`src/rtl/sdr_pkg.sv`:
```
package sdr_pkg;
  // {cs_n, ras_n, cas_n, we_n}
  typedef enum logic [3:0] {
    CMD_MODE = 4'b0000,
    CMD_REF  = 4'b0001,
    CMD_PRE  = 4'b0010,
    CMD_ACT  = 4'b0011,
    CMD_WR   = 4'b0100,
    CMD_RD   = 4'b0101,
    CMD_NOP  = 4'b0111
  } sdr_cmd_e;
endpackage

```
`src/rtl/sdr_refresh_timer.sv`:
```
module sdr_refresh_timer #(
  parameter int INTERVAL = 976,
  parameter int DEBT_W   = 3
) (
  input  logic clk,
  input  logic rst,
  input  logic enable,
  input  logic ack,
  output logic pending
);
  localparam int CNT_W = $clog2(INTERVAL + 1);
  localparam logic [DEBT_W-1:0] DEBT_MAX = '1;

  logic [CNT_W-1:0]  tick_cnt_q;
  logic [DEBT_W-1:0] debt_q;
  logic              tick;

  assign tick    = enable && (tick_cnt_q == CNT_W'(INTERVAL - 1));
  assign pending = (debt_q != '0);

  always_ff @(posedge clk) begin
    if (rst || !enable) begin
      tick_cnt_q <= '0;
    end else if (tick) begin
      tick_cnt_q <= '0;
    end else begin
      tick_cnt_q <= tick_cnt_q + 1'b1;
    end
  end

  always_ff @(posedge clk) begin
    if (rst) begin
      debt_q <= '0;
    end else begin
      case ({tick, ack && pending})
        2'b10:   if (debt_q != DEBT_MAX) debt_q <= debt_q + 1'b1;
        2'b01:   debt_q <= debt_q - 1'b1;
        default: debt_q <= debt_q;
      endcase
    end
  end
endmodule

```
`src/rtl/sdr_rd_capture.sv`:
```
module sdr_rd_capture #(
  parameter int DATA_W = 16,
  parameter int MAX_CL = 3
) (
  input  logic              clk,
  input  logic              rst,
  input  logic              cl3,
  input  logic              rd_on_pins,
  input  logic [DATA_W-1:0] dq_in,
  output logic              rsp_valid,
  output logic [DATA_W-1:0] rsp_rdata
);
  logic [MAX_CL-1:0] stage_q;
  logic              tap;

  assign tap = cl3 ? stage_q[MAX_CL-1] : stage_q[MAX_CL-2];

  always_ff @(posedge clk) begin
    if (rst) begin
      stage_q   <= '0;
      rsp_valid <= 1'b0;
      rsp_rdata <= '0;
    end else begin
      stage_q   <= {stage_q[MAX_CL-2:0], rd_on_pins};
      rsp_valid <= tap;
      if (tap) rsp_rdata <= dq_in;
    end
  end
endmodule

```
`src/rtl/sdr_cmd_fsm.sv`:
```
module sdr_cmd_fsm
  import sdr_pkg::*;
#(
  parameter int BANK_W      = 2,
  parameter int ROW_W       = 13,
  parameter int COL_W       = 9,
  parameter int DATA_W      = 16,
  parameter int INIT_CYCLES = 12500,
  parameter int T_RCD       = 3,
  parameter int T_RP        = 3,
  parameter int T_RFC       = 9,
  parameter int T_MRD       = 2
) (
  input  logic                            clk,
  input  logic                            rst,
  input  logic                            cas_lat3,
  input  logic                            req_valid,
  input  logic                            req_write,
  input  logic [BANK_W+ROW_W+COL_W-1:0]   req_addr,
  input  logic [DATA_W-1:0]               req_wdata,
  input  logic                            ref_pending,
  output logic                            req_ready,
  output logic                            ref_ack,
  output logic                            init_done,
  output logic                            cl3,
  output sdr_cmd_e                        cmd,
  output logic [BANK_W-1:0]               ba,
  output logic [ROW_W-1:0]                a,
  output logic [DATA_W-1:0]               dq_out,
  output logic                            dq_oe
);
  localparam int CNT_W   = $clog2(INIT_CYCLES + T_RFC + T_RCD + T_RP + T_MRD + 8);
  localparam int ROW_LSB = COL_W;
  localparam int BA_LSB  = COL_W + ROW_W;
  localparam int T_DONE  = T_RP + 3;

  typedef enum logic [2:0] {
    ST_POWERUP, ST_PRE_ALL, ST_INIT_REF, ST_MODE, ST_IDLE, ST_ACCESS, ST_WAIT
  } st_e;

  st_e               st_q, ret_q;
  logic [CNT_W-1:0]  cnt_q;
  logic              second_ref_q;
  logic              wr_q;
  logic [COL_W-1:0]  col_q;
  logic [DATA_W-1:0] wdata_q;

  assign req_ready = (st_q == ST_IDLE) && !ref_pending;
  assign ref_ack   = (st_q == ST_IDLE) && ref_pending;

  always_ff @(posedge clk) begin
    if (rst) begin
      st_q         <= ST_POWERUP;
      ret_q        <= ST_IDLE;
      cnt_q        <= CNT_W'(INIT_CYCLES);
      second_ref_q <= 1'b0;
      init_done    <= 1'b0;
      cl3          <= 1'b0;
      cmd          <= CMD_NOP;
      ba           <= '0;
      a            <= '0;
      dq_out       <= '0;
      dq_oe        <= 1'b0;
      wr_q         <= 1'b0;
      col_q        <= '0;
      wdata_q      <= '0;
    end else begin
      cmd   <= CMD_NOP;
      dq_oe <= 1'b0;
      case (st_q)
        ST_POWERUP: begin
          if (cnt_q == '0) st_q <= ST_PRE_ALL;
          else             cnt_q <= cnt_q - 1'b1;
        end
        ST_PRE_ALL: begin
          cmd   <= CMD_PRE;
          a     <= '0;
          a[10] <= 1'b1;
          cnt_q <= CNT_W'(T_RP - 1);
          ret_q <= ST_INIT_REF;
          st_q  <= ST_WAIT;
        end
        ST_INIT_REF: begin
          cmd          <= CMD_REF;
          a            <= '0;
          second_ref_q <= 1'b1;
          cnt_q        <= CNT_W'(T_RFC - 1);
          ret_q        <= second_ref_q ? ST_MODE : ST_INIT_REF;
          st_q         <= ST_WAIT;
        end
        ST_MODE: begin
          cmd       <= CMD_MODE;
          ba        <= '0;
          a         <= '0;
          a[6:4]    <= cas_lat3 ? 3'b011 : 3'b010;
          cl3       <= cas_lat3;
          init_done <= 1'b1;
          cnt_q     <= CNT_W'(T_MRD - 1);
          ret_q     <= ST_IDLE;
          st_q      <= ST_WAIT;
        end
        ST_IDLE: begin
          if (ref_pending) begin
            cmd   <= CMD_REF;
            cnt_q <= CNT_W'(T_RFC - 1);
            ret_q <= ST_IDLE;
            st_q  <= ST_WAIT;
          end else if (req_valid) begin
            cmd     <= CMD_ACT;
            ba      <= req_addr[BA_LSB +: BANK_W];
            a       <= req_addr[ROW_LSB +: ROW_W];
            wr_q    <= req_write;
            col_q   <= req_addr[COL_W-1:0];
            wdata_q <= req_wdata;
            cnt_q   <= CNT_W'(T_RCD - 1);
            ret_q   <= ST_ACCESS;
            st_q    <= ST_WAIT;
          end
        end
        ST_ACCESS: begin
          cmd              <= wr_q ? CMD_WR : CMD_RD;
          a                <= '0;
          a[COL_W-1:0]     <= col_q;
          a[10]            <= 1'b1;
          dq_out           <= wdata_q;
          dq_oe            <= wr_q;
          cnt_q            <= CNT_W'(T_DONE);
          ret_q            <= ST_IDLE;
          st_q             <= ST_WAIT;
        end
        ST_WAIT: begin
          if (cnt_q == '0) st_q <= ret_q;
          else             cnt_q <= cnt_q - 1'b1;
        end
        default: st_q <= ST_IDLE;
      endcase
    end
  end
endmodule

```
`src/rtl/sdram_cmd_ctrl.sv`:
```
module sdram_cmd_ctrl
  import sdr_pkg::*;
#(
  parameter int BANK_W      = 2,
  parameter int ROW_W       = 13,
  parameter int COL_W       = 9,
  parameter int DATA_W      = 16,
  parameter int INIT_CYCLES = 12500,
  parameter int T_RCD       = 3,
  parameter int T_RP        = 3,
  parameter int T_RFC       = 9,
  parameter int REF_WINDOW  = 8000000,
  parameter int REF_COUNT   = 8192
) (
  input  logic                          clk,
  input  logic                          rst,
  input  logic                          cas_lat3,
  input  logic                          req_valid,
  output logic                          req_ready,
  input  logic                          req_write,
  input  logic [BANK_W+ROW_W+COL_W-1:0] req_addr,
  input  logic [DATA_W-1:0]             req_wdata,
  output logic                          rsp_valid,
  output logic [DATA_W-1:0]             rsp_rdata,
  output logic                          init_done,
  output logic                          sd_cs_n,
  output logic                          sd_ras_n,
  output logic                          sd_cas_n,
  output logic                          sd_we_n,
  output logic [BANK_W-1:0]             sd_ba,
  output logic [ROW_W-1:0]              sd_a,
  output logic [DATA_W-1:0]             sd_dq_out,
  output logic                          sd_dq_oe,
  input  logic [DATA_W-1:0]             sd_dq_in
);
  localparam int REF_INTERVAL = REF_WINDOW / REF_COUNT;

  sdr_cmd_e cmd;
  logic     ref_pending, ref_ack, cl3;

  sdr_refresh_timer #(.INTERVAL(REF_INTERVAL), .DEBT_W(3)) u_refresh (
    .clk(clk), .rst(rst), .enable(init_done), .ack(ref_ack), .pending(ref_pending)
  );

  sdr_cmd_fsm #(
    .BANK_W(BANK_W), .ROW_W(ROW_W), .COL_W(COL_W), .DATA_W(DATA_W),
    .INIT_CYCLES(INIT_CYCLES), .T_RCD(T_RCD), .T_RP(T_RP), .T_RFC(T_RFC), .T_MRD(2)
  ) u_fsm (
    .clk(clk), .rst(rst), .cas_lat3(cas_lat3),
    .req_valid(req_valid), .req_write(req_write), .req_addr(req_addr),
    .req_wdata(req_wdata), .ref_pending(ref_pending),
    .req_ready(req_ready), .ref_ack(ref_ack), .init_done(init_done), .cl3(cl3),
    .cmd(cmd), .ba(sd_ba), .a(sd_a), .dq_out(sd_dq_out), .dq_oe(sd_dq_oe)
  );

  sdr_rd_capture #(.DATA_W(DATA_W), .MAX_CL(3)) u_rdcap (
    .clk(clk), .rst(rst), .cl3(cl3), .rd_on_pins(cmd == CMD_RD),
    .dq_in(sd_dq_in), .rsp_valid(rsp_valid), .rsp_rdata(rsp_rdata)
  );

  assign {sd_cs_n, sd_ras_n, sd_cas_n, sd_we_n} = cmd;
endmodule

```
`config.mk`:
```
export PLATFORM = sky130hd
export DESIGN_NAME = sdram_cmd_ctrl
export DESIGN_NICKNAME = d
export VERILOG_FILES = /design/src/rtl/sdr_pkg.sv /design/src/rtl/sdr_refresh_timer.sv /design/src/rtl/sdr_rd_capture.sv /design/src/rtl/sdr_cmd_fsm.sv /design/src/rtl/sdram_cmd_ctrl.sv
export SDC_FILE = /design/constraint.sdc
export NUM_CORES = 1
export LEC_CHECK = 0
export ABC_AREA = 1
export BUFFER_PORTS_ARGS = -buffer_cell sky130_fd_sc_hd__buf_2
export CORE_MARGIN = 10
export CORE_UTILIZATION = 53
export CTS_CLUSTER_SIZE = 30
export DETAILED_ROUTE_END_ITERATION = 10
export PLACE_DENSITY_LB_ADDON = 0.1
export SLEW_MARGIN = 20
export SYNTH_ARGS = -nofsm -noshare
export SYNTH_HDL_FRONTEND = slang
export SYNTH_SLANG_ARGS = --single-unit
```
`constraint.sdc`:
```
create_clock -name clk -period 1.9 [get_ports clk]
set_input_delay 0.19 -clock clk [delete_from_list [all_inputs] [get_ports clk]]
set_output_delay 0.19 -clock clk [all_outputs]
set_load 0.05 [all_outputs]
```
==> results by group, run 1 <==
GRT
  • Maximum number of pins on one net before global-route repair: 48
  • Antenna violations before repair: 0
  • Vias in the first global route: 4985
  • First-pass GRT wire length: 23690 microns
  • All-Layer GR Usage: 21.73%
  • GR Overflow Total: 0

Cells and area
  • Fraction of layout cells with a size suffix above 1: a little under a quarter
  • # nets final: 900
  • Antenna cell count: 0
  • Layout area overhead: 36.94%

Pwr
  • Peak supply drop: 710.1 uV
  • Sequential Power Share: between 30 and 40%
  • Final Power: about 9.7 mW
  • Logic pwr share: 32.7%
  • Sw frac: 37.86%
  • NetSw: around 3.7 mW
  • Internal Power: 6.015 mW
  • Leakage: 3.038 nW
  • Pwr Density: 1425 mW/mm^2
  • Clk pwr share: 35.3%

STA
  • Post-Route Skew: 0.01072 ns
  • Fmax: 542.5 MHz
  • Setup violators final: 0
  • Final-report hold violation count: 0
  • Setup ws final: 0.05675 ns
  • Fin crit share: 97.01%
  • Tmin final: 1.843 ns
  • Slew HR: about two thirds
  • Actual slew at the worst max-slew pin: about 0.51 ns
  • Slew Viols, Final: 0

Die
  • Die width: 116.7 microns
  • Core ar.: around 0.0092 sq mm
  • Die ar.: 0.01362 sq mm
  • Initial Util: 53.92%
  • I/O pin cnt: 116
  • Die Span Y: 116.7 microns
  • Number of cell rows: 35

Worst setup path
  • Critical path fanouts, max: 4
  • Worst setup EP type: register
  • CP Launch Type: register
  • Worst path required time: 2.29 ns
  • Crit path kind: reg -> reg
  • Arrival time worst endpoint: 2.24 ns

Placed design
  • DPL Wire Length: 9259 microns
  • GP Congestion: about 0.9
  • DP Worst Slack: 0.04597 ns
  • I/O Buffers: around 110

Yosys
  • Cell taking the most area after synthesis: dfxtp_1
  • Synth top area share: 47.24%
  • Synth cell types: 40
  • Synth Register Bits: 117
  • Register area share after synthesis: 47.24%
  • Synth area leaders: dfxtp_1, nand2_1, nor2_1
  • Cell Area, Synth: just under 0.005 sq mm
  • Net Count, Synth: around 730
  • Yosys warning total: 0
  • Mean Syn Cell Area: roughly 7.4 sq um
  • Syn Inst Count: 668

Worst hold path
  • Hold Crit Class: in -> reg

Status
  • Status: complete, no violations

Clock network
  • Clk sink count: 117
  • CTS max path bufs: 2
  • Worst-path clk slew: approximately 0.060 ns
  • Clock Latency Late Sink: 0.51 ns
  • CTS tree: yes
  • Root Driver: clkbuf_8
  • TritonCTS buffer count: 17
  • H-tree levels: 4

Routing
  • Final Routed Wirelength: 14700 microns
  • Met3 wire len: 964 microns
  • WL met1: between 5000 and 6000 microns
  • ANT nets after route: 0
  • WL met2: ~7500 microns
  • # DRC: 0
  • Vias/cell: 5.213
  • DR iter-0 viols: about 420
  • Routed len/inst: 15.31 microns
  • Pre-antenna DRT Iters: 5
  • Routed vias: 5004
  • DR top layer: met4

Flow run
  • Max-cap viol count: 0
==> cells by family (layout without fill, tap and decap cells) <==
logic type	after synthesis	in the layout	synth area share, %
AO/OA/AOI/OAI	135	135	14.46
XOR/XNOR	9	9	1.590
adder cells (fa/ha/maj)	3	3	0.9083
buffers and inverters	95	276	8.176
flip-flops	117	117	47.24
other	1	1	0.07563
AND/OR/NAND/NOR	308	308	27.55
==> power by group through the flow <==
stage	clock network, mW	logic [mW]	registers (mW)
6_report	3.41	3.16	3.10
5_1_grt	3.61	3.50	3.14
4_1_cts	3.46	3.13	3.09
3_5_place_dp	0	3.03	3.13
3_3_place_gp	0	2.97	3.12
2_1_floorplan	0	1.93	3.51
==> layout make-up <==
| cell class | instances | area, sq um |
|---|---|---|
| tap | 111 | 138.9 |
| clock buffer | 17 | 414.1 |
| clock inverter | 15 | 217.7 |
| timing repair buffer | 179 | 1201 |
| fill | 665 | 2406 |
| multi-input combinational | 456 | 2232 |
| sequential | 117 | 2342 |
| inverter | 65 | 244.0 |
==> timing repair <==
item / 4_1_cts / 5_1_grt
endpoints found under the hold margin: 47 / 0
hold buffers: 47 / 0
pin swaps: 0 / 2
setup endpoints to repair: 1 / 2
buffers inserted: 0 / 2
resized for setup: 1 / 4
==> Yosys cell counts (all sizes together) <==
cell	n
a211oi	1
nand4	2
xor2	6
ha	2
o211ai	2
o21ai	58
nor3	9
buf	15
nand3	35
o2111ai	1
a31oi	1
and3	1
fa	1
nand2	144
nand3b	1
a22oi	4
a21oi	64
inv	65
clkbuf	15
dfxtp	117
a22o	3
conb	1
o311ai	1
xnor2	3
nor2	114
nor3b	2
==> sequential cells by signal, summed over array words and instances (netlist names) <==
name,cells
u_fsm.dq_out,16
u_fsm.wdata_q,16
u_rdcap.rsp_rdata,16
u_fsm.cnt_q,14
u_fsm.a,13
u_refresh.tick_cnt_q,10
u_fsm.col_q,9
u_fsm.cmd,3
u_fsm.ret_q,3
u_fsm.st_q,3
u_rdcap.stage_q,3
u_refresh.debt_q,3
u_fsm.ba,2
u_fsm.cl3,1
u_fsm.dq_oe,1
u_fsm.init_done,1
u_fsm.second_ref_q,1
u_fsm.wr_q,1
u_rdcap.rsp_valid,1
==> metrics by stage <==
stage	std cells	hold slack (ns)	cell area [sq um]	util, %	TNS [ns]
final	960	0.03012	6790	73.84	0
after global routing	960	0.02682	6790	73.84	-0.02860
after CTS	958	0.02163	6763	73.54	0
after detailed placement	879	0.4058	5655	61.50	0
after global placement	879	0.4021	5655	61.50	0
after floorplan	668	0.3249	4959	-	0
==> cell usage in the layout (no fill, tap or decap), drive strengths merged, types with 2 or more instances in the layout <==
cell type      n
dfxtp        117
bufinv         4
dlygate4sd3   47
ha             2
inv           71
nor3b          2
o21ai         58
xor2           6
clkinv         5
a22oi          4
nor3           9
nand3         35
a21oi         64
nand2        144
a22o           3
nand4          2
xnor2          3
o211ai         2
buf          132
clkbuf        17
nor2         114
==> worst paths after layout <==
| check | start | to | slack [ns] | cells past startpoint |
|---|---|---|---|---|
| worst max-delay path | u_fsm.st_q[1]$_SDFFE_PP0P_ | u_refresh.debt_q[2]$_SDFFE_PP0P_ | 0.06 | 13 |
| worst min-delay path | req_addr[19] | u_fsm.a[10]$_SDFFE_PP0P_ | 0.03 | 5 |
| worst max register to register | u_fsm.st_q[1]$_SDFFE_PP0P_ | u_refresh.debt_q[2]$_SDFFE_PP0P_ | 0.06 | 13 |
| worst min register to register | u_fsm.cmd[1]$_SDFF_PP1_ | u_rdcap.stage_q[0]$_SDFF_PP0_ | 0.42 | 1 |
==> layer usage <==
metal | global-route usage [%] | vias to the layer above
li1 | - | 2484
met1 | 25.49 | 2326
met2 | 37.27 | 173
met3 | 6.112 | 21
met4 | 7.249 | 0
met5 | 0 | -
==> critical path, cell delays in order (launching register included) <==
cell     delay, ns
dfxtp_1       0.34
nor2_4        0.15
nand2_4       0.08
inv_2         0.07
nand2_2       0.07
inv_2         0.09
nand2_2       0.08
fa_1          0.37
inv_1         0.09
nand3_1       0.08
nand2_1       0.09
nand3_1       0.09
nand2_1       0.08
nor2_1        0.05
(Power assumes the default switching activity.)
==> inputs of run 2 (changes only) <==
Settings changed: ABC_AREA 1 to default.
Clock period 1.9 ns to 2 ns, I/O delays scaled along.
==> results by group, run 2 <==
Cells and area
  • Design Area, Final: 0.006933 sq mm (was 0.006790 sq mm)
  • Most frequent cells in the layout: nand2_1, buf_2, dfxtp_1, a21oi_1, dlygate4sd3_1 (was nand2_1, dfxtp_1, buf_2, nor2_1, a21oi_1)
  • Sequential standard cell area: 0.002351 sq mm (was 0.002342 sq mm)
  • Layout area overhead: 43.51% (was 36.94%)
  • Most common cell after layout, fill and taps aside: nand2_1 (unchanged)
  • Largest regs: u_fsm.dq_out x16, u_fsm.wdata_q x16, u_rdcap.rsp_rdata x16 (unchanged)
  • # nets final: 822 (was 900)
  • Fin cells: 881 (was 960)
  • Fraction of layout cells with a size suffix above 1: 28.79% (was 23.79%)
  • Area of the multi-input gates: 0.002317 sq mm (was 0.002232 sq mm)
  • Fill cells: 608 (was 665)

STA
  • Fmax: 483.2 MHz (was 542.5 MHz)
  • Post-Route Skew: 0.006011 ns (was 0.01072 ns)
  • Fin crit share: 103.5% (was 97.01%)
  • Setup violators final: 2 (was 0)
  • Slew Viols, Final: 0 (unchanged)
  • Tmin final: 2.070 ns (was 1.843 ns)
  • RSZ-0062 raised after global routing: yes
  • Slew HR: 44.31% (was 65.68%)
  • Actual slew at the worst max-slew pin: 0.8322 ns (was 0.5141 ns)
  • Final Hold Slack: 0.08265 ns (was 0.03012 ns)
  • Setup ws final: -0.06963 ns (was 0.05675 ns)
  • Final-report hold violation count: 0 (unchanged)

Clock network
  • TritonCTS buffer count: 17 (unchanged)
  • CTS max path bufs: 2 (unchanged)
  • Root Driver: clkbuf_8 (unchanged)
  • H-tree levels: 4 (unchanged)
  • CTS tree: yes (unchanged)
  • Clk sink count: 117 (unchanged)
  • Worst-path clk slew: 0.06 ns (about the same)
  • Clock Latency Late Sink: 0.52 ns (was 0.51 ns)

Routing
  • Routed len/inst: 15.69 microns (was 15.31 microns)
  • Routed vias: 4660 (was 5004)
  • Final Routed Wirelength: 13820 microns (was 14700 microns)
  • # DRC: 0 (unchanged)
  • DR iter-0 viols: 292 (was 417)
  • Pre-antenna DRT Iters: 5 (unchanged)
  • Vias/cell: 5.289 (was 5.213)
  • ANT nets after route: 0 (unchanged)

GRT
  • Met1 GRT Util: 23.15% (was 25.49%)
  • Antenna violations before repair: 1 (was 0)
  • Most Used Layer, Global Route: met2 (unchanged)
  • GR Overflow Total: 0 (unchanged)
  • Global Route met2 Usage: 35.47% (was 37.27%)
  • Routing usage on met3: 7.700% (was 6.112%)
  • Vias in the first global route: 4717 (was 4985)
  • First-pass GRT wire length: 22390 microns (was 23690 microns)
  • All-Layer GR Usage: 20.63% (was 21.73%)
  • Maximum number of pins on one net before global-route repair: 61 (was 48)

Worst setup path
  • Reg2reg start: u_fsm.st_q[1]$_SDFFE_PP0P_ (unchanged)
  • CP Launch Type: register (unchanged)
  • Worst reg-to-reg setup slack: -0.07 ns (was 0.06 ns)
  • Worst setup EP type: register (unchanged)
  • Crit path kind: reg -> reg (unchanged)
  • Critical path fanouts, max: 6 (was 4)
  • Worst path required time: 2.39 ns (was 2.29 ns)
  • R2R Path End: u_refresh.debt_q[2]$_SDFFE_PP0P_ (unchanged)
  • Reg2Reg Depth: 6 (was 13)
  • CP max stage cell: or3b_4 (was fa_1)
  • Critical-path cell list: or3b_4 > or3_4 > fa_2 > nand4b_1 > a21oi_1 > a2111oi_2 (was nor2_4 > nand2_4 > inv_2 > nand2_2 > inv_2 > nand2_2 > fa_1 > inv_1 > nand3_1 > nand2_1 > nand3_1 > nand2_1 > nor2_1)
  • Arrival time worst endpoint: 2.46 ns (was 2.24 ns)
  • Biggest cell delay along the critical path: 0.39 ns (was 0.37 ns)

Worst hold path
  • Hold Crit Class: in -> reg (unchanged)
  • Hold path depth: 4 (was 5)
  • Worst Hold End: u_fsm.a[12]$_SDFFE_PP0P_ (was u_fsm.a[10]$_SDFFE_PP0P_)
  • Worst Min Path Start: req_addr[21] (was req_addr[19])

Pwr
  • Leakage: 2.760 nW (was 3.038 nW)
  • Pwr Density: 825.4 mW/mm^2 (was 1425 mW/mm^2)
  • Peak supply drop: 539.9 uV (was 710.1 uV)

Die
  • Core ar.: 0.008806 sq mm (was 0.009196 sq mm)
  • I/O pin cnt: 116 (unchanged)
  • Die Span Y: 115.5 microns (was 116.7 microns)
  • Die width: 115.5 microns (was 116.7 microns)
  • Initial Util: 54.86% (was 53.92%)
  • Die ar.: 0.01333 sq mm (was 0.01362 sq mm)
  • Number of cell rows: 34 (was 35)

Yosys
  • Cell taking the most area after synthesis: dfxtp_1 (unchanged)
  • Yosys warning total: 0 (unchanged)
  • Net Count, Synth: 629 (was 732)
  • Synth cell count leaders: nand2_1, dfxtp_1, a21oi_1 (was nand2_1, dfxtp_1, nor2_1)
  • Post-synth EDFFs: 0 (unchanged)
  • Register area share after synthesis: 48.48% (was 47.24%)
  • Synth area leaders: dfxtp_1, nand2_1, a21oi_1 (was dfxtp_1, nand2_1, nor2_1)
  • Synth Register Bits: 117 (unchanged)
  • Post-synthesis async set-or-reset flop share: 0% (unchanged)
  • Syn Inst Count: 565 (was 668)
  • Ys flop type: dfxtp_1 (unchanged)
  • Mean Syn Cell Area: 8.550 sq um (was 7.423 sq um)
  • Cell Area, Synth: 0.004831 sq mm (was 0.004959 sq mm)
  • Synth cell types: 60 (was 40)
  • Synth top area share: 48.48% (was 47.24%)
  • Most common cell in the netlist: nand2_1 (unchanged)

Flow run
  • Max-cap viol count: 0 (unchanged)

Placed design
  • GP Congestion: 0.8279 (was 0.8960)
  • Placed cell count: 784 (was 879)
  • I/O Buffers: 114 (unchanged)
  • Area after DPL: 0.005620 sq mm (was 0.005655 sq mm)
  • DPL Wire Length: 8576 microns (was 9259 microns)

Status
  • Status: finished with violations (was complete, no violations)
  • Violated checks: setup timing
run 2: cell count changes after synthesis, moves of 6 or more:
cell,change
inv_1,-48
o21ai_0,-47
a21oi_1,+12
clkbuf_1,+8
nand3_1,-22
mux2i_1,+11
nand2_2,-6
inv_2,-7
nand4_1,+9
nor2_1,-53
o2bb2ai_1,+10
run 2: power breakdown:
group | leakage, nW | internal, mW | total, mW | switching [mW]
Clock | 0.288 | 1.83 | 3.05 | 1.22
Sequential | 0.946 | 2.34 | 2.37 | 0.0250
Combinational | 1.53 | 0.176 | 0.298 | 0.122
run 2: layout make-up:
type | instances | area share, %
Sequential cell | 117 | 33.91
Timing Repair Buffer | 209 | 21.51
Clock inverter | 15 | 2.617
Inverter | 10 | 0.5414
Multi-Input combinational cell | 403 | 33.42
Clock buffer | 17 | 5.974
Antenna cell | 2 | 0.07219
Tap cell | 108 | 1.949
run 2: worst max-delay path by stage:
stage | startpoint | to | slack, ns
CTS | u_fsm.st_q[0]$_SDFFE_PP0P_ | u_refresh.debt_q[2]$_SDFFE_PP0P_ | -0.03
global placement | u_fsm.st_q[0]$_SDFFE_PP0P_ | u_refresh.debt_q[2]$_SDFFE_PP0P_ | -0.06
detailed placement | u_fsm.st_q[0]$_SDFFE_PP0P_ | u_refresh.debt_q[2]$_SDFFE_PP0P_ | -0.16
floorplan | u_fsm.st_q[0]$_SDFFE_PP0P_ | u_refresh.debt_q[2]$_SDFFE_PP0P_ | -0.19
finish | u_fsm.st_q[1]$_SDFFE_PP0P_ | u_refresh.debt_q[2]$_SDFFE_PP0P_ | -0.07
global route | u_fsm.st_q[1]$_SDFFE_PP0P_ | u_refresh.debt_q[2]$_SDFFE_PP0P_ | -0.18
run 2: kinds of logic (layout without fill, tap and decap cells):
logic type      count (synthesis)  count (layout)  synth area share (%)
compound gates                118             118                 15.44
xor+xnor                       17              17                 3.082
fa+ha+maj                       3               3                0.9323
buf+inv                        45             251                 5.284
flops                         117             117                 48.48
mux                            15              15                 3.212
other cells                     1               3               0.07763
simple gates                  249             249                 23.49
run 2: what timing repair did:
action / CTS / global route
resized for setup: 8 / 19
pin swaps: 5 / 6
endpoints found under the hold margin: 56 / 0
endpoints found under the setup margin: 4 / 7
setup buffers: 1 / 6
hold buffers: 56 / 0
run 2: layer usage:
| metal | up-vias | part of all wire [%] |
|---|---|---|
| li1 | 2312 | - |
| met1 | 2205 | 41 |
| met2 | 128 | 52 |
| met3 | 15 | 6.5 |
| met4 | 0 | 0.96 |
| met5 | - | 0 |
run 2: critical path, delay by kind of cell (launching register included):
kind | cells | cell delay [ns]
flops | 1 | 0.33
fa+ha+maj | 1 | 0.39
compound gates | 2 | 0.29
simple gates | 3 | 0.93
run 2: through the flow:
| stage | setup TNS (ns) | total power, mW | utilization (%) | worst slack (ns) |
|---|---|---|---|---|
| finish | -0.09702 | 5.722 | 78.73 | -0.06963 |
| global route | -0.2520 | 5.888 | 78.70 | -0.1811 |
| CTS | -0.05693 | 5.742 | 77.37 | -0.03260 |
| detailed placement | -0.2145 | 2.613 | 63.82 | -0.1577 |
| global placement | -0.07403 | 2.608 | 63.82 | -0.06268 |
| floorplan | -0.3464 | 2.528 | - | -0.1885 |
==> inputs of run 3 (changes only) <==
Settings changed: SETUP_SLACK_MARGIN from default to 0.1.
==> results by group, run 3 (synthesized netlist as in run 2, its figures left out) <==
Routing
  • DR iter-0 viols: 359 (was 292)
  • ANT nets after route: 0 (unchanged)
  • Routed len/inst: 16.42 microns (was 15.69 microns)
  • Routed vias: 4784 (was 4660)
  • Vias/cell: 5.387 (was 5.289)
  • # DRC: 0 (unchanged)
  • Pre-antenna DRT Iters: 5 (unchanged)
  • Final Routed Wirelength: 14580 microns (was 13820 microns)

Pwr
  • Pwr Density: 777.6 mW/mm^2 (was 825.4 mW/mm^2)
  • Peak supply drop: 685.6 uV (was 539.9 uV)
  • Leakage: 2.781 nW (was 2.760 nW)
  • Final Power: 5.448 mW (was 5.722 mW)

GRT
  • All-Layer GR Usage: 21.14% (was 20.63%)
  • Maximum number of pins on one net before global-route repair: 70 (was 61)
  • Antenna violations before repair: 1 (unchanged)
  • First-pass GRT wire length: 22890 microns (was 22390 microns)
  • GR Overflow Total: 0 (unchanged)
  • Vias in the first global route: 4769 (was 4717)

STA
  • Fin crit share: 104.0% (was 103.5%)
  • Final-report hold violation count: 0 (unchanged)
  • Setup ws final: -0.07927 ns (was -0.06963 ns)
  • Actual slew at the worst max-slew pin: 0.8147 ns (was 0.8322 ns)
  • Tmin final: 2.079 ns (was 2.070 ns)
  • RSZ-0062 raised after global routing: yes (unchanged)
  • Setup violators final: 2 (unchanged)
  • Fmax: 480.9 MHz (was 483.2 MHz)
  • Post-Route Skew: 0.005783 ns (was 0.006011 ns)
  • Slew HR: 45.49% (was 44.31%)
  • Final Hold Slack: 0.02777 ns (was 0.08265 ns)
  • Slew Viols, Final: 0 (unchanged)

Worst setup path
  • Critical path fanouts, max: 6 (unchanged)
  • Arrival time worst endpoint: 2.47 ns (was 2.46 ns)
  • Critical-path cell list: or3b_4 > or3_4 > fa_2 > nand2_1 > a21oi_1 > a2111oi_1 (was or3b_4 > or3_4 > fa_2 > nand4b_1 > a21oi_1 > a2111oi_2)
  • CP Launch Type: register (unchanged)
  • Worst path required time: 2.39 ns (about the same)
  • CP max stage cell: or3b_4 (unchanged)
  • Worst path bufs/invs: 0 (unchanged)
  • CP top delay family: simple AND/OR/NAND/NOR gates (unchanged)
  • Biggest cell delay along the critical path: 0.39 ns (about the same)
  • Crit path kind: reg -> reg (unchanged)
  • Worst setup EP type: register (unchanged)

Status
  • Violated checks: setup timing (unchanged)
  • Status: finished with violations (unchanged)

Clock network
  • CTS tree: yes (unchanged)
  • Root Driver: clkbuf_8 (unchanged)
  • CTS max path bufs: 2 (unchanged)
  • Clock Latency Late Sink: 0.51 ns (was 0.52 ns)
  • Clk sink count: 117 (unchanged)
  • H-tree levels: 4 (unchanged)
  • Worst-path clk slew: 0.06 ns (about the same)
  • TritonCTS buffer count: 17 (unchanged)

Die
  • Number of cell rows: 34 (unchanged)
  • I/O pin cnt: 116 (unchanged)
  • Core ar.: 0.008806 sq mm (unchanged)
  • Die width: 115.5 microns (unchanged)
  • Initial Util: 54.86% (unchanged)
  • Die Span Y: 115.5 microns (unchanged)
  • Die ar.: 0.01333 sq mm (unchanged)

Worst hold path
  • Hold Crit Class: in -> reg (unchanged)

Cells and area
  • Most common cell after layout, fill and taps aside: nand2_1 (unchanged)
  • Layout area overhead: 45.01% (was 43.51%)
  • Largest regs: u_fsm.dq_out x16, u_fsm.wdata_q x16, u_rdcap.rsp_rdata x16 (unchanged)
  • Fraction of layout cells with a size suffix above 1: 30.17% (was 28.79%)
  • # nets final: 831 (was 822)
  • Most frequent cells in the layout: nand2_1, buf_2, dfxtp_1, a21oi_1, dlygate4sd3_1 (unchanged)

Flow run
  • Max-cap viol count: 0 (unchanged)

Placed design
  • DPL Wire Length: 8819 microns (was 8576 microns)
  • GP Congestion: 0.8505 (was 0.8279)
  • I/O Buffers: 114 (unchanged)
==> run 3: worst paths after layout <==
check,cells after the start,start,slack (ns),endpoint
max,6,u_fsm.st_q[0]$_SDFFE_PP0P_,-0.08,u_refresh.debt_q[2]$_SDFFE_PP0P_
min,3,req_addr[10],0.03,u_fsm.a[1]$_SDFFE_PP0P_
max reg2reg,6,u_fsm.st_q[0]$_SDFFE_PP0P_,-0.08,u_refresh.debt_q[2]$_SDFFE_PP0P_
min reg2reg,1,u_fsm.cmd[1]$_SDFF_PP1_,0.45,u_rdcap.stage_q[0]$_SDFF_PP0_
==> run 3: layout make-up <==
| class | instances | area [sq um] |
|---|---|---|
| Fill cell | 579 | 1800 |
| Tap cell | 108 | 135.1 |
| Inverter | 10 | 40.04 |
| Timing Repair Buffer | 218 | 1564 |
| Clock inverter | 11 | 105.1 |
| Multi-Input combinational cell | 403 | 2366 |
| Sequential cell | 117 | 2357 |
| Antenna cell | 1 | 2.502 |
| Clock buffer | 20 | 435.4 |
==> run 3: power breakdown <==
| group | total [mW] | internal [mW] | switching (mW) |
|---|---|---|---|
| combinational | 0.324 | 0.189 | 0.135 |
| clock | 2.76 | 1.67 | 1.08 |
| sequential | 2.37 | 2.35 | 0.0224 |
| total | 5.45 | 4.21 | 1.24 |
==> run 3: metrics by stage <==
| stage | utilization (%) | setup WS [ns] | setup TNS (ns) | cells | cell area, sq um |
|---|---|---|---|---|---|
| after floorplan | - | -0.1885 | -0.3464 | 565 | 4882 |
| after global placement | 64.00 | -0.07873 | -0.07906 | 785 | 5635 |
| after detailed placement | 64.00 | -0.1544 | -0.1784 | 785 | 5635 |
| after CTS | 77.01 | -0.06184 | -0.06184 | 874 | 6782 |
| after global routing | 79.55 | -0.09641 | -0.1577 | 888 | 7005 |
| final | 79.55 | -0.07927 | -0.08480 | 888 | 7005 |
==> run 3: worst register-to-register path, stage by stage, from the launching register on <==
cell and delay [ns]:
dfxtp_4 0.34, or3b_4 0.39, or3_4 0.34, fa_2 0.39, nand2_1 0.08, a21oi_1 0.05, a2111oi_1 0.37
==> run 3: timing repair <==
action | in CTS | in global routing
setup endpoints to repair | 6 | 28
hold buffers | 55 | 0
gates cloned | 0 | 1
gates resized for setup | 10 | 26
buffers inserted | 3 | 12
pin swaps | 8 | 7
hold endpoints to repair | 55 | 0
==> run 3: metal layers <==
metal	wire, microns	up-vias	share of wire [%]	track usage, %
li1	-	2327	-	-
met4	281	0	1.9	7.939
met5	0	-	0	0
met1	5806	2258	40	23.57
met2	7346	169	50	36.12
met3	1149	30	7.9	7.855
